[config.mk]
export PLATFORM = sky130hd
export DESIGN_NAME = unaligned_load_tracker
export DESIGN_NICKNAME = d
export VERILOG_FILES = /design/src/rtl/ult_pkg.sv /design/src/rtl/ult_splitter.sv /design/src/rtl/ult_frag_counter.sv /design/src/rtl/ult_load_buffer.sv /design/src/rtl/unaligned_load_tracker.sv
export SDC_FILE = /design/constraint.sdc
export NUM_CORES = 1
export LEC_CHECK = 0
export BUFFER_PORTS_ARGS = -buffer_cell sky130_fd_sc_hd__buf_4
export CAP_MARGIN = 20
export CELL_PAD_IN_SITES_DETAIL_PLACEMENT = 0
export CELL_PAD_IN_SITES_GLOBAL_PLACEMENT = 2
export CORE_UTILIZATION = 35
export DETAILED_ROUTE_END_ITERATION = 6
export PLACE_DENSITY_LB_ADDON = 0.1
export SYNTH_ARGS = -nofsm -noshare
export SYNTH_HDL_FRONTEND = slang
export SYNTH_SLANG_ARGS = --single-unit
[constraint.sdc]
create_clock -name clk -period 6 [get_ports clk]
set_input_delay 1.2 -clock clk [delete_from_list [all_inputs] [get_ports clk]]
set_output_delay 1.2 -clock clk [all_outputs]
set_load 0.05 [all_outputs]
[src/rtl/ult_pkg.sv]
// Shared types for the unaligned load tracker.
// Assumes nothing beyond being compiled before the modules that import it.
package ult_pkg;
    typedef enum logic [1:0] {
        ST_IDLE = 2'd0,
        ST_LO   = 2'd1,
        ST_HI   = 2'd2,
        ST_WAIT = 2'd3
    } ult_state_e;

    localparam logic FRAG_LO = 1'b0;
    localparam logic FRAG_HI = 1'b1;
endpackage

[src/rtl/ult_splitter.sv]
// Combinational line-crossing splitter.
// Works out whether a load crosses a LINE_BYTES boundary and, if so, the
// address and size of both fragments. Locked loads are never split.
// Assumes MAX_BYTES <= LINE_BYTES, both powers of two, size in 1..MAX_BYTES.
module ult_splitter #(
    parameter int ADDR_W     = 32,
    parameter int LINE_BYTES = 16,
    parameter int MAX_BYTES  = 8,
    localparam int LINE_W    = $clog2(LINE_BYTES),
    localparam int SIZE_W    = $clog2(MAX_BYTES + 1)
) (
    input  logic [ADDR_W-1:0] addr_i,
    input  logic [SIZE_W-1:0] size_i,
    input  logic              locked_i,
    output logic              split_o,
    output logic [SIZE_W-1:0] lo_size_o,
    output logic [ADDR_W-1:0] hi_addr_o,
    output logic [SIZE_W-1:0] hi_size_o
);
    localparam int SPAN_W = LINE_W + 2;
    localparam int TAG_W  = ADDR_W - LINE_W;

    logic [SPAN_W-1:0] off_w;
    logic [SPAN_W-1:0] span_w;
    logic [SPAN_W-1:0] lo_full;
    logic [TAG_W-1:0]  next_tag;

    // Decide crossing and size each fragment.
    always_comb begin
        off_w     = SPAN_W'(addr_i[LINE_W-1:0]);
        span_w    = off_w + SPAN_W'(size_i);
        lo_full   = SPAN_W'(LINE_BYTES) - off_w;
        split_o   = !locked_i && (span_w > SPAN_W'(LINE_BYTES));
        lo_size_o = split_o ? lo_full[SIZE_W-1:0] : size_i;
        hi_size_o = size_i - lo_size_o;
        next_tag  = addr_i[ADDR_W-1:LINE_W] + TAG_W'(1);
        hi_addr_o = {next_tag, {LINE_W{1'b0}}};
    end
endmodule

[src/rtl/ult_frag_counter.sv]
// Outstanding-fragment counter.
// Loaded with 1 or 2 when the first fragment is accepted, then reduced by
// the number of fragments that returned or were dropped in a cycle.
// Assumes a load never coincides with a decrement and decrements never
// exceed the current count.
module ult_frag_counter (
    input  logic       clk,
    input  logic       rst_n,
    input  logic       load_i,
    input  logic       load_two_i,
    input  logic [1:0] dec_i,
    output logic [1:0] cnt_o,
    output logic       drained_o
);
    logic [1:0] cnt_q;

    // Hold the count of owed fragments.
    always_ff @(posedge clk) begin
        if (!rst_n)
            cnt_q <= 2'd0;
        else if (load_i)
            cnt_q <= load_two_i ? 2'd2 : 2'd1;
        else
            cnt_q <= cnt_q - dec_i;
    end

    assign cnt_o     = cnt_q;
    assign drained_o = (cnt_q != 2'd0) && (dec_i == cnt_q);


    no_underflow_chk: assert property (@(posedge clk) disable iff (!rst_n)
        !load_i |-> (dec_i <= cnt_q));


    cnt_range_chk: assert property (@(posedge clk) disable iff (!rst_n)
        cnt_q <= 2'd2);


    load_idle_chk: assert property (@(posedge clk) disable iff (!rst_n)
        load_i |-> (cnt_q == 2'd0));
endmodule

[src/rtl/ult_load_buffer.sv]
// Byte-lane assembly buffer for one load.
// Low or whole fragments land from byte 0; high fragments land from the low
// fragment's size. Only the fragment's own bytes are written; the buffer is
// cleared when a new load is accepted.
// Assumes lo_size_i + hi_size_i <= MAX_BYTES.
module ult_load_buffer #(
    parameter int MAX_BYTES = 8,
    localparam int SIZE_W   = $clog2(MAX_BYTES + 1),
    localparam int BUF_W    = 8 * MAX_BYTES
) (
    input  logic              clk,
    input  logic              rst_n,
    input  logic              clear_i,
    input  logic              wr_i,
    input  logic              frag_i,
    input  logic [SIZE_W-1:0] lo_size_i,
    input  logic [SIZE_W-1:0] hi_size_i,
    input  logic [BUF_W-1:0]  data_i,
    output logic [BUF_W-1:0]  data_o
);
    logic [BUF_W-1:0]     placed;
    logic [MAX_BYTES-1:0] lane_we;
    logic [7:0]           lane_q [MAX_BYTES];

    // Shift the fragment to its lanes and pick the lanes it covers.
    always_comb begin
        placed = frag_i ? (data_i << {lo_size_i, 3'b000}) : data_i;
        for (int i = 0; i < MAX_BYTES; i++) begin
            if (frag_i)
                lane_we[i] = wr_i && (i >= int'(lo_size_i))
                             && (i < int'(lo_size_i) + int'(hi_size_i));
            else
                lane_we[i] = wr_i && (i < int'(lo_size_i));
        end
    end

    // Store the covered lanes, clearing all lanes for a new load.
    always_ff @(posedge clk) begin
        for (int i = 0; i < MAX_BYTES; i++) begin
            if (!rst_n || clear_i)
                lane_q[i] <= 8'h00;
            else if (lane_we[i])
                lane_q[i] <= placed[i*8 +: 8];
        end
    end

    for (genvar g = 0; g < MAX_BYTES; g++) begin : g_lane
        assign data_o[g*8 +: 8] = lane_q[g];
    end


    lane_clear_chk: assert property (@(posedge clk) disable iff (!rst_n)
        clear_i |=> (data_o == '0));
endmodule

[src/rtl/unaligned_load_tracker.sv]
// Split unaligned load request tracker (top).
// Takes one load, issues it as one or two cache fragments, assembles the
// returned bytes, and pulses writeback once all owed fragments are back.
// Rejection of the first fragment abandons the load; rejection of the
// second only drops that fragment. Both raise a retry for the thread.
// Assumes responses come only for granted fragments, never in their grant
// cycle, at most one per cycle.
module unaligned_load_tracker
    import ult_pkg::*;
#(
    parameter int ADDR_W     = 32,
    parameter int LINE_BYTES = 16,
    parameter int MAX_BYTES  = 8,
    parameter int LQ_W       = 5,
    parameter int TID_W      = 2,
    localparam int SIZE_W    = $clog2(MAX_BYTES + 1),
    localparam int BUF_W     = 8 * MAX_BYTES,
    localparam int LINE_W    = $clog2(LINE_BYTES)
) (
    input  logic              clk,
    input  logic              rst_n,
    input  logic              req_valid,
    output logic              req_ready,
    input  logic [LQ_W-1:0]   req_lq_idx,
    input  logic [TID_W-1:0]  req_tid,
    input  logic [ADDR_W-1:0] req_addr,
    input  logic [SIZE_W-1:0] req_size,
    input  logic              req_locked,
    output logic              cache_req_valid,
    input  logic              cache_req_grant,
    output logic [ADDR_W-1:0] cache_req_addr,
    output logic [SIZE_W-1:0] cache_req_size,
    output logic              cache_req_frag,
    input  logic              rsp_valid,
    input  logic              rsp_frag,
    input  logic [BUF_W-1:0]  rsp_data,
    output logic              wb_valid,
    output logic [LQ_W-1:0]   wb_lq_idx,
    output logic [BUF_W-1:0]  wb_data,
    output logic              retry_valid,
    output logic [TID_W-1:0]  retry_tid
);
    ult_state_e st_q, st_d;

    logic              split_c;
    logic [SIZE_W-1:0] lo_size_c, hi_size_c;
    logic [ADDR_W-1:0] hi_addr_c;

    logic              split_q, locked_q;
    logic [ADDR_W-1:0] lo_addr_q, hi_addr_q;
    logic [SIZE_W-1:0] lo_size_q, hi_size_q;
    logic [LQ_W-1:0]   lq_q;
    logic [TID_W-1:0]  tid_q;

    logic       accept, lo_ok, lo_rej, hi_ok, hi_rej, finish;
    logic [1:0] dec_amt;
    logic [1:0] owed;

    ult_splitter #(
        .ADDR_W(ADDR_W), .LINE_BYTES(LINE_BYTES), .MAX_BYTES(MAX_BYTES)
    ) i_split (
        .addr_i(req_addr), .size_i(req_size), .locked_i(req_locked),
        .split_o(split_c), .lo_size_o(lo_size_c),
        .hi_addr_o(hi_addr_c), .hi_size_o(hi_size_c)
    );

    // Handshake and per-fragment outcome decode.
    always_comb begin
        req_ready = (st_q == ST_IDLE);
        accept    = req_valid && req_ready;
        lo_ok     = (st_q == ST_LO) &&  cache_req_grant;
        lo_rej    = (st_q == ST_LO) && !cache_req_grant;
        hi_ok     = (st_q == ST_HI) &&  cache_req_grant;
        hi_rej    = (st_q == ST_HI) && !cache_req_grant;
        dec_amt   = 2'(rsp_valid) + 2'(hi_rej);
    end

    ult_frag_counter i_cnt (
        .clk(clk), .rst_n(rst_n),
        .load_i(lo_ok), .load_two_i(split_q), .dec_i(dec_amt),
        .cnt_o(owed), .drained_o(finish)
    );

    ult_load_buffer #(.MAX_BYTES(MAX_BYTES)) i_buf (
        .clk(clk), .rst_n(rst_n), .clear_i(accept),
        .wr_i(rsp_valid), .frag_i(rsp_frag),
        .lo_size_i(lo_size_q), .hi_size_i(hi_size_q),
        .data_i(rsp_data), .data_o(wb_data)
    );

    // Capture the accepted load and its fragment plan.
    always_ff @(posedge clk) begin
        if (!rst_n) begin
            split_q   <= 1'b0;
            locked_q  <= 1'b0;
            lo_addr_q <= '0;
            hi_addr_q <= '0;
            lo_size_q <= '0;
            hi_size_q <= '0;
            lq_q      <= '0;
            tid_q     <= '0;
        end else if (accept) begin
            split_q   <= split_c;
            locked_q  <= req_locked;
            lo_addr_q <= req_addr;
            hi_addr_q <= hi_addr_c;
            lo_size_q <= lo_size_c;
            hi_size_q <= hi_size_c;
            lq_q      <= req_lq_idx;
            tid_q     <= req_tid;
        end
    end

    // Next-state sequencing of issue and wait.
    always_comb begin
        st_d = st_q;
        unique case (st_q)
            ST_IDLE: if (accept) st_d = ST_LO;
            ST_LO:   st_d = lo_ok ? (split_q ? ST_HI : ST_WAIT) : ST_IDLE;
            ST_HI:   st_d = finish ? ST_IDLE : ST_WAIT;
            ST_WAIT: if (finish) st_d = ST_IDLE;
            default: st_d = ST_IDLE;
        endcase
    end

    // State register.
    always_ff @(posedge clk) begin
        if (!rst_n) st_q <= ST_IDLE;
        else        st_q <= st_d;
    end

    // Present the current fragment to the cache.
    always_comb begin
        cache_req_valid = (st_q == ST_LO) || (st_q == ST_HI);
        cache_req_frag  = (st_q == ST_HI) ? FRAG_HI : FRAG_LO;
        cache_req_addr  = (st_q == ST_HI) ? hi_addr_q : lo_addr_q;
        cache_req_size  = (st_q == ST_HI) ? hi_size_q : lo_size_q;
    end

    // Registered writeback and retry pulses.
    always_ff @(posedge clk) begin
        if (!rst_n) begin
            wb_valid    <= 1'b0;
            wb_lq_idx   <= '0;
            retry_valid <= 1'b0;
            retry_tid   <= '0;
        end else begin
            wb_valid    <= finish;
            retry_valid <= lo_rej || hi_rej;
            if (finish)            wb_lq_idx <= lq_q;
            if (lo_rej || hi_rej)  retry_tid <= tid_q;
        end
    end


    wb_single_chk: assert property (@(posedge clk) disable iff (!rst_n)
        wb_valid |=> !wb_valid);


    lo_abandon_chk: assert property (@(posedge clk) disable iff (!rst_n)
        lo_rej |=> (retry_valid && !wb_valid && req_ready && !cache_req_valid));


    hi_follows_chk: assert property (@(posedge clk) disable iff (!rst_n)
        (lo_ok && split_q) |=> (cache_req_valid && cache_req_frag
                                && (cache_req_addr[LINE_W-1:0] == '0)));


    locked_whole_chk: assert property (@(posedge clk) disable iff (!rst_n)
        (cache_req_valid && locked_q) |-> !cache_req_frag);


    req_busy_chk: assert property (@(posedge clk) disable iff (!rst_n)
        cache_req_valid |-> !req_ready);


    hi_drop_chk: assert property (@(posedge clk) disable iff (!rst_n)
        hi_rej |=> (retry_valid && !cache_req_valid));


    rsp_owed_chk: assert property (@(posedge clk) disable iff (!rst_n)
        rsp_valid |-> (owed != 2'd0));
endmodule

==> run metrics, run 1 <==
Worst Skew=about 7.7 ps; largest net degree at the start of global routing=100; Antenna Cells=0; CP Data Arrival Time=about 4200 ps; worst r2r src=lo_size_q[3]$_SDFFE_PN0P_; Buf+Inv Stages, Crit Path=2; post-synth top area share=0.2123; final instance area=0.01156 mm^2; Post-DRT Antenna Nets=0; leading post-synthesis cells by cell area=edfxtp_1 (21%), dfxtp_1 (20%), nand2_1 (5.3%), mux2_2 (4.6%), mux4_2 (4.2%); crit start category=input port; number of top-level pins=roughly 230; Area Growth Syn to Fin=27.64%; Tcrit/Tclk final=0.6332; biggest cell delay along the critical path=roughly 460 ps; CP max FO=6; Crit path max-delay family=simple AND/OR/NAND/NOR gates; sequential cell area fraction in the yosys report=0.4091; Clock Sinks=about 150; Post-CTS Setup Inserts=0; outcome=complete, no violations; CP startpoint=req_addr[0]; Placement Cell Area=approximately 0.011 mm^2; LEAKAGE=4.715 nW; deepest clock path buffer count=2; first-pass GRT wire length=roughly 46 mm; Initial Util=0.3585; gpl congestion=just under 0.9; GR peak layer=met2; I/O Buffers=about 230; Hold Vio Cnt, Final=0; Post-synth EDFFs=between 60 and 70; DR WL/cell=19.98 um; layout cell share with drive strength beyond 1=0.2895; Rows=slightly below 60; initial antenna violation count=0; register bit total from synthesis=~150; grt ovf=0; CP endpoint kind=flop; core area=0.02525 mm^2; Netlist Area Pre-Place=approximately 0.009 mm^2; CTS Buf Count=17; Ys Warns=0; Max Cap Violations=0; Cells after Synth=978; endpoints failing setup=0; met3 usage=0.03972; async set-reset flop share out of synthesis=0; count leader, synth=nand2_1; HPWL Detailed=21.79 mm; Synth top cells by count=nand2_1 (127), nor2_1 (101), dfxtp_1 (89); root buf cell=clkbuf_16; clock-pin slew on the worst setup and hold paths=60 ps; Worst-Margin Slew=1154 ps; Slew Viols, Final=0; Final nets=roughly 1300; Hold-fix buffers, CTS=0; Post-Place Worst Slack=1756 ps; final WL=30.13 mm; Setup CP Type=input port to flop; peak supply drop=around 0.00017 V; met2 Usage GRT=0.3704; remaining routing DRC violations=0; CP Cell Sequence=buf_4, ha_1, inv_1, fa_1, xnor2_1, nor4b_1, mux2i_1, nand2_1, mux2i_1, ha_1, a21o_1, a21oi_1, or4_1, a31oi_1; syn avg cell area=9.257 um^2; Max Freq=263.2 MHz; die area=0.02652 mm^2; worst endpoint required time=6360 ps; Slew Limit Headroom=0.2281; clk_lat worst skew=between 400 and 500 ps; Iter 0 DRT Violations=about 570; H-tree level count=4; Vias/cell=5.501; overall die height=~160 um; via count=approximately 8300; final worst slack=between 2000 and 2500 ps; Min-Delay Path Class=flop to flop; CTS resizes=0; CTS tree=yes; Synth cell types=71; Die Wd=162.8 um; dominant cell type by area after synthesis=edfxtp_1; Fin Setup TNS=0 ps; PD cells=around 300 mW/mm^2; Hold Startpoint=lo_addr_q[1]$_SDFFE_PN0P_; slowest cell on the critical path=or4_1; met1 Usage GRT=0.3052; RSZ-0062 raised after global routing=false; Post-synth top flop=dfxtp_1; syn nets=approximately 1100; Min Clock Period, post-route=between 3000 and 4000 ps; first-pass detailed-route iteration total=5; GRT Util Overall=0.2271; vias in the first global route=roughly 8000
==> routing by layer <==
metal	part of all wire	vias to the layer above	wire (um)
li1	-	3998	-
met1	0.46	4013	13740
met3	0.056	35	1698
met2	0.47	249	14220
met4	0.016	0	476
met5	0	-	0
==> placed cells by master, fill, tap and decap left out, types with 16 or more instances in the layout <==
cell / n
edfxtp_1: 64
nand2_1: 126
clkbuf_16: 18
dfxtp_1: 87
mux4_2: 17
mux2i_1: 34
o21ai_0: 34
a221oi_1: 27
xnor2_1: 17
a22oi_1: 33
a21oi_1: 71
inv_1: 18
a211oi_1: 27
ha_1: 18
nor2b_1: 16
nor2_1: 101
mux2_2: 37
nor3_1: 31
buf_4: 235
==> stage by stage <==
stage,power [W],hold WS (ps),util,instances
3_3_place_gp,0.002458,438.6,0.4339,1475
3_5_place_dp,0.002458,443.3,0.4339,1475
6_report,0.003520,448.8,0.4576,1508
5_1_grt,0.003685,472.8,0.4576,1508
2_1_floorplan,0.002071,431.8,-,978
4_1_cts,0.003550,451.4,0.4568,1507
==> logic make-up after synthesis <==
family	Yosys count	synth area share
AO/OA/AOI/OAI	246	0.1784
multiplexers	92	0.1309
flip-flops	153	0.4091
buffers and inverters	87	0.04008
XOR/XNOR	27	0.02612
adder cells (fa/ha/maj)	22	0.03289
AND/OR/NAND/NOR	351	0.1826
==> sequential cells by signal, summed over array words and instances, names as in the netlist, 2 cells and up <==
name          flops
i_buf.lane_q     64
lo_addr_q        32
hi_addr_q        28
lq_q              5
wb_lq_idx         5
hi_size_q         4
lo_size_q         4
i_cnt.cnt_o       2
retry_tid         2
st_q              2
tid_q             2
==> worst register-to-register path: cells and delay by family, from the launching register on <==
family                     cells  cell delay, ps
AOI/OAI and AO/OA              3            1410
DFF                            1             750
adders and majority gates      1             390
and+or+nand+nor                1             240
==> report_power, final <==
part | total (W) | switching (W) | internal (W)
logic | 0.00117 | 0.000779 | 0.000392
registers | 0.00126 | 0.0000553 | 0.00121
clock network | 0.00109 | 0.000511 | 0.000576
==> final cells by class <==
cell class / count / area, um^2
Timing Repair Buffer: 236 / 1784
Fill cell: 2547 / 13700
Multi-Input combinational cell: 738 / 5000
Inverter: 19 / 71.32
Sequential cell: 153 / 3709
Clock buffer: 19 / 454.2
Clock inverter: 13 / 125.1
Tap cell: 330 / 412.9
==> worst paths after layout <==
kind,depth (start not counted),end,slack (ps)
worst max-delay path,14,hi_size_q[3]$_SDFFE_PN0P_,2200
worst min register to register,2,lo_addr_q[1]$_SDFFE_PN0P_,450
worst min-delay path,2,lo_addr_q[1]$_SDFFE_PN0P_,450
worst max register to register,5,i_buf.lane_q[1][8]$_SDFFCE_PN0P_,2830
(Power assumes the default switching activity.)
==> run 2, diff against run 1 <==
Settings changed: CORE_UTILIZATION 35 to 32.
Clock period 6 ns to 3.7 ns, I/O delays scaled along.
==> run 2 against run 1 <==
Against the previous run:
- sequential cell count stayed put
- total power increased by 64%
- largest cell class unchanged
- die area grew 9.3%
- clock power rose by 63%
- sequential power is 62% higher
- via count rose by 1.3%
- first-iteration DRC count rose by 11%
- largest power group unchanged
- wire length grew 5.2%
==> run metrics, run 2 (synthesis results as in run 1) <==
deepest clock path buffer count=2 (unchanged); CTS tree=yes; Fin Setup TNS=0 ps (unchanged); GRT Util Overall=0.2194 (-0.007726); R2R setup slack=910 ps (-1920 ps); CP max FO=6 (unchanged); endpoints failing setup=0 (unchanged); Die Wd=170.2 um (+4.5%); max reg flops=64 (unchanged); LEAKAGE=4.806 nW (+1.9%); PD cells=490.1 mW/mm^2 (+61%); Largest regs=i_buf.lane_q (64), lo_addr_q (32), hi_addr_q (28); number of top-level pins=226 (unchanged); Min-Delay Path Class=flop to flop; Min Clock Period, post-route=~3200 ps; Tcrit/Tclk final=0.8636; Placed Cells=1543 (+4.6%); grt ovf=0 (unchanged); outcome=complete, no violations; RSZ-0062 raised after global routing=false; root buf cell=clkbuf_16; Hold-fix buffers, CTS=0 (unchanged); Worst-Margin Slew=957.2 ps (-196.4 ps); Placement Cell Area=0.01117 mm^2 (+2.0%); via count=8401 (+1.3%); I/O Buffers=225 (unchanged); core area=0.02778 mm^2 (+10%); fin cells=1575 (+4.4%); CTS Buf Count=17 (unchanged); CP Cell Sequence=buf_4, ha_1, inv_1, fa_1, xnor2_1, nor4b_1, mux2_2, o21ai_0, o21ai_0, ha_1, inv_1, a21o_1, a21oi_1, or4_1, a31oi_1; Rows=61 (+5.2%); first-pass detailed-route iteration total=5 (unchanged); layout cell share with drive strength beyond 1=0.3016 (+0.01211); Slew Limit Headroom=0.3619 (+0.1338); die area=0.02897 mm^2 (+9.3%); commonest non-fill, non-tap cell in the layout=buf_4; most frequent cells in the layout=buf_4 (254), nand2_1 (126), nor2_1 (101); CTS resizes=0 (unchanged); initial antenna violation count=0 (unchanged); Hold Vio Cnt, Final=0 (unchanged); CP endpoint kind=flop; overall die height=170.2 um (+4.5%); Max Cap Violations=0 (unchanged); Post-DRT Antenna Nets=0 (unchanged); final WL=31.69 mm (+5.2%); H-tree level count=4 (unchanged); Clock Sinks=153 (unchanged); crit start category=input port; largest net degree at the start of global routing=70 (-30%); Initial Util=0.3259 (-0.03261); worst endpoint required time=4060 ps (-2300 ps); Final nets=1320 (+1.5%); Setup CP Type=input port to flop; biggest cell delay along the critical path=460 ps (about the same); Post-CTS Setup Inserts=0 (unchanged); Area Growth Syn to Fin=29.99%; Vias/cell=5.334 (-3.0%); vias in the first global route=8139 (+1.2%); slowest cell on the critical path=or4_1; CP Data Arrival Time=3560 ps (-600 ps); clk_lat worst skew=450 ps (+20 ps); first-pass GRT wire length=47.96 mm (+3.8%); Max Freq=about 310 MHz; HPWL Detailed=23.38 mm (+7.3%); DR WL/cell=20.12 um (+0.68%); Worst Skew=20.00 ps (+12.26 ps); final instance area=0.01177 mm^2 (+1.8%); Largest Register=i_buf.lane_q; gpl congestion=0.8360 (-4.9%); remaining routing DRC violations=0 (unchanged); Iter 0 DRT Violations=628 (+11%); clock-pin slew on the worst setup and hold paths=80 ps (+20 ps); Antenna Cells=0 (unchanged); peak supply drop=0.0002212 V (+32%); Slew Viols, Final=0 (unchanged)
[run 2: cell count changes in the layout (fill, tap and decap cells not counted), sizes merged]
cell / previous run / this run
inv: 28 / 26
clkbuf: 19 / 17
clkinv: 4 / 7
clkinvlp: 0 / 1
buf: 236 / 255
[run 2: power by group]
| part | switching, W | internal (W) | leakage (nW) |
|---|---|---|---|
| Combinational | 0.00129 | 0.000660 | 3.08 |
| Clock | 0.000872 | 0.000912 | 0.289 |
| Sequential | 0.0000818 | 0.00195 | 1.44 |
| Total | 0.00224 | 0.00353 | 4.81 |
[run 2: final timing paths]
check | start | to | depth (start not counted)
setup / recovery | req_addr[0] | hi_size_q[3]$_SDFFE_PN0P_ | 15
setup reg to reg | lo_size_q[0]$_SDFFE_PN0P_ | i_buf.lane_q[1][14]$_SDFFCE_PN0P_ | 6
hold / removal | lo_addr_q[13]$_SDFFE_PN0P_ | lo_addr_q[13]$_SDFFE_PN0P_ | 2
hold reg to reg | lo_addr_q[13]$_SDFFE_PN0P_ | lo_addr_q[13]$_SDFFE_PN0P_ | 2
[run 2: stage by stage]
step | utilization | total power (W) | setup slack, ps | hold slack [ps]
2_1_floorplan | - | 0.003359 | 300.8 | 431.8
3_3_place_gp | 0.4017 | 0.004029 | 103.1 | 440.5
3_5_place_dp | 0.4021 | 0.004032 | 56.29 | 445.2
4_1_cts | 0.4236 | 0.005826 | 506.1 | 455.5
5_1_grt | 0.4236 | 0.006055 | 158.4 | 470.0
6_report | 0.4236 | 0.005768 | 504.5 | 451.8
[run 2: area by class of cell]
type | instances | area (um^2)
inverters | 19 | 71.32
multi-input cells | 738 | 5000
flip-flops and latches | 153 | 3709
repair buffers | 255 | 1918
clock inverters | 15 | 172.7
well taps | 378 | 473.0
clock buffers | 17 | 425.4
fillers | 2915 | 16010
[run 2: worst max-delay path, delay by kind of cell]
family,cells,cell delay (ps)
AO/OA/AOI/OAI,5,690
XOR/XNOR,1,220
adder cells (fa/ha/maj),3,760
buffers and inverters,3,240
multiplexers,1,330
AND/OR/NAND/NOR,2,550
[run 2: layer usage]
metal	GRT usage	up-vias	part of all wire
li1	-	4045	-
met1	0.2837	4054	0.43
met2	0.3656	269	0.48
met3	0.05163	33	0.066
met4	0.05719	0	0.014
met5	0	-	0
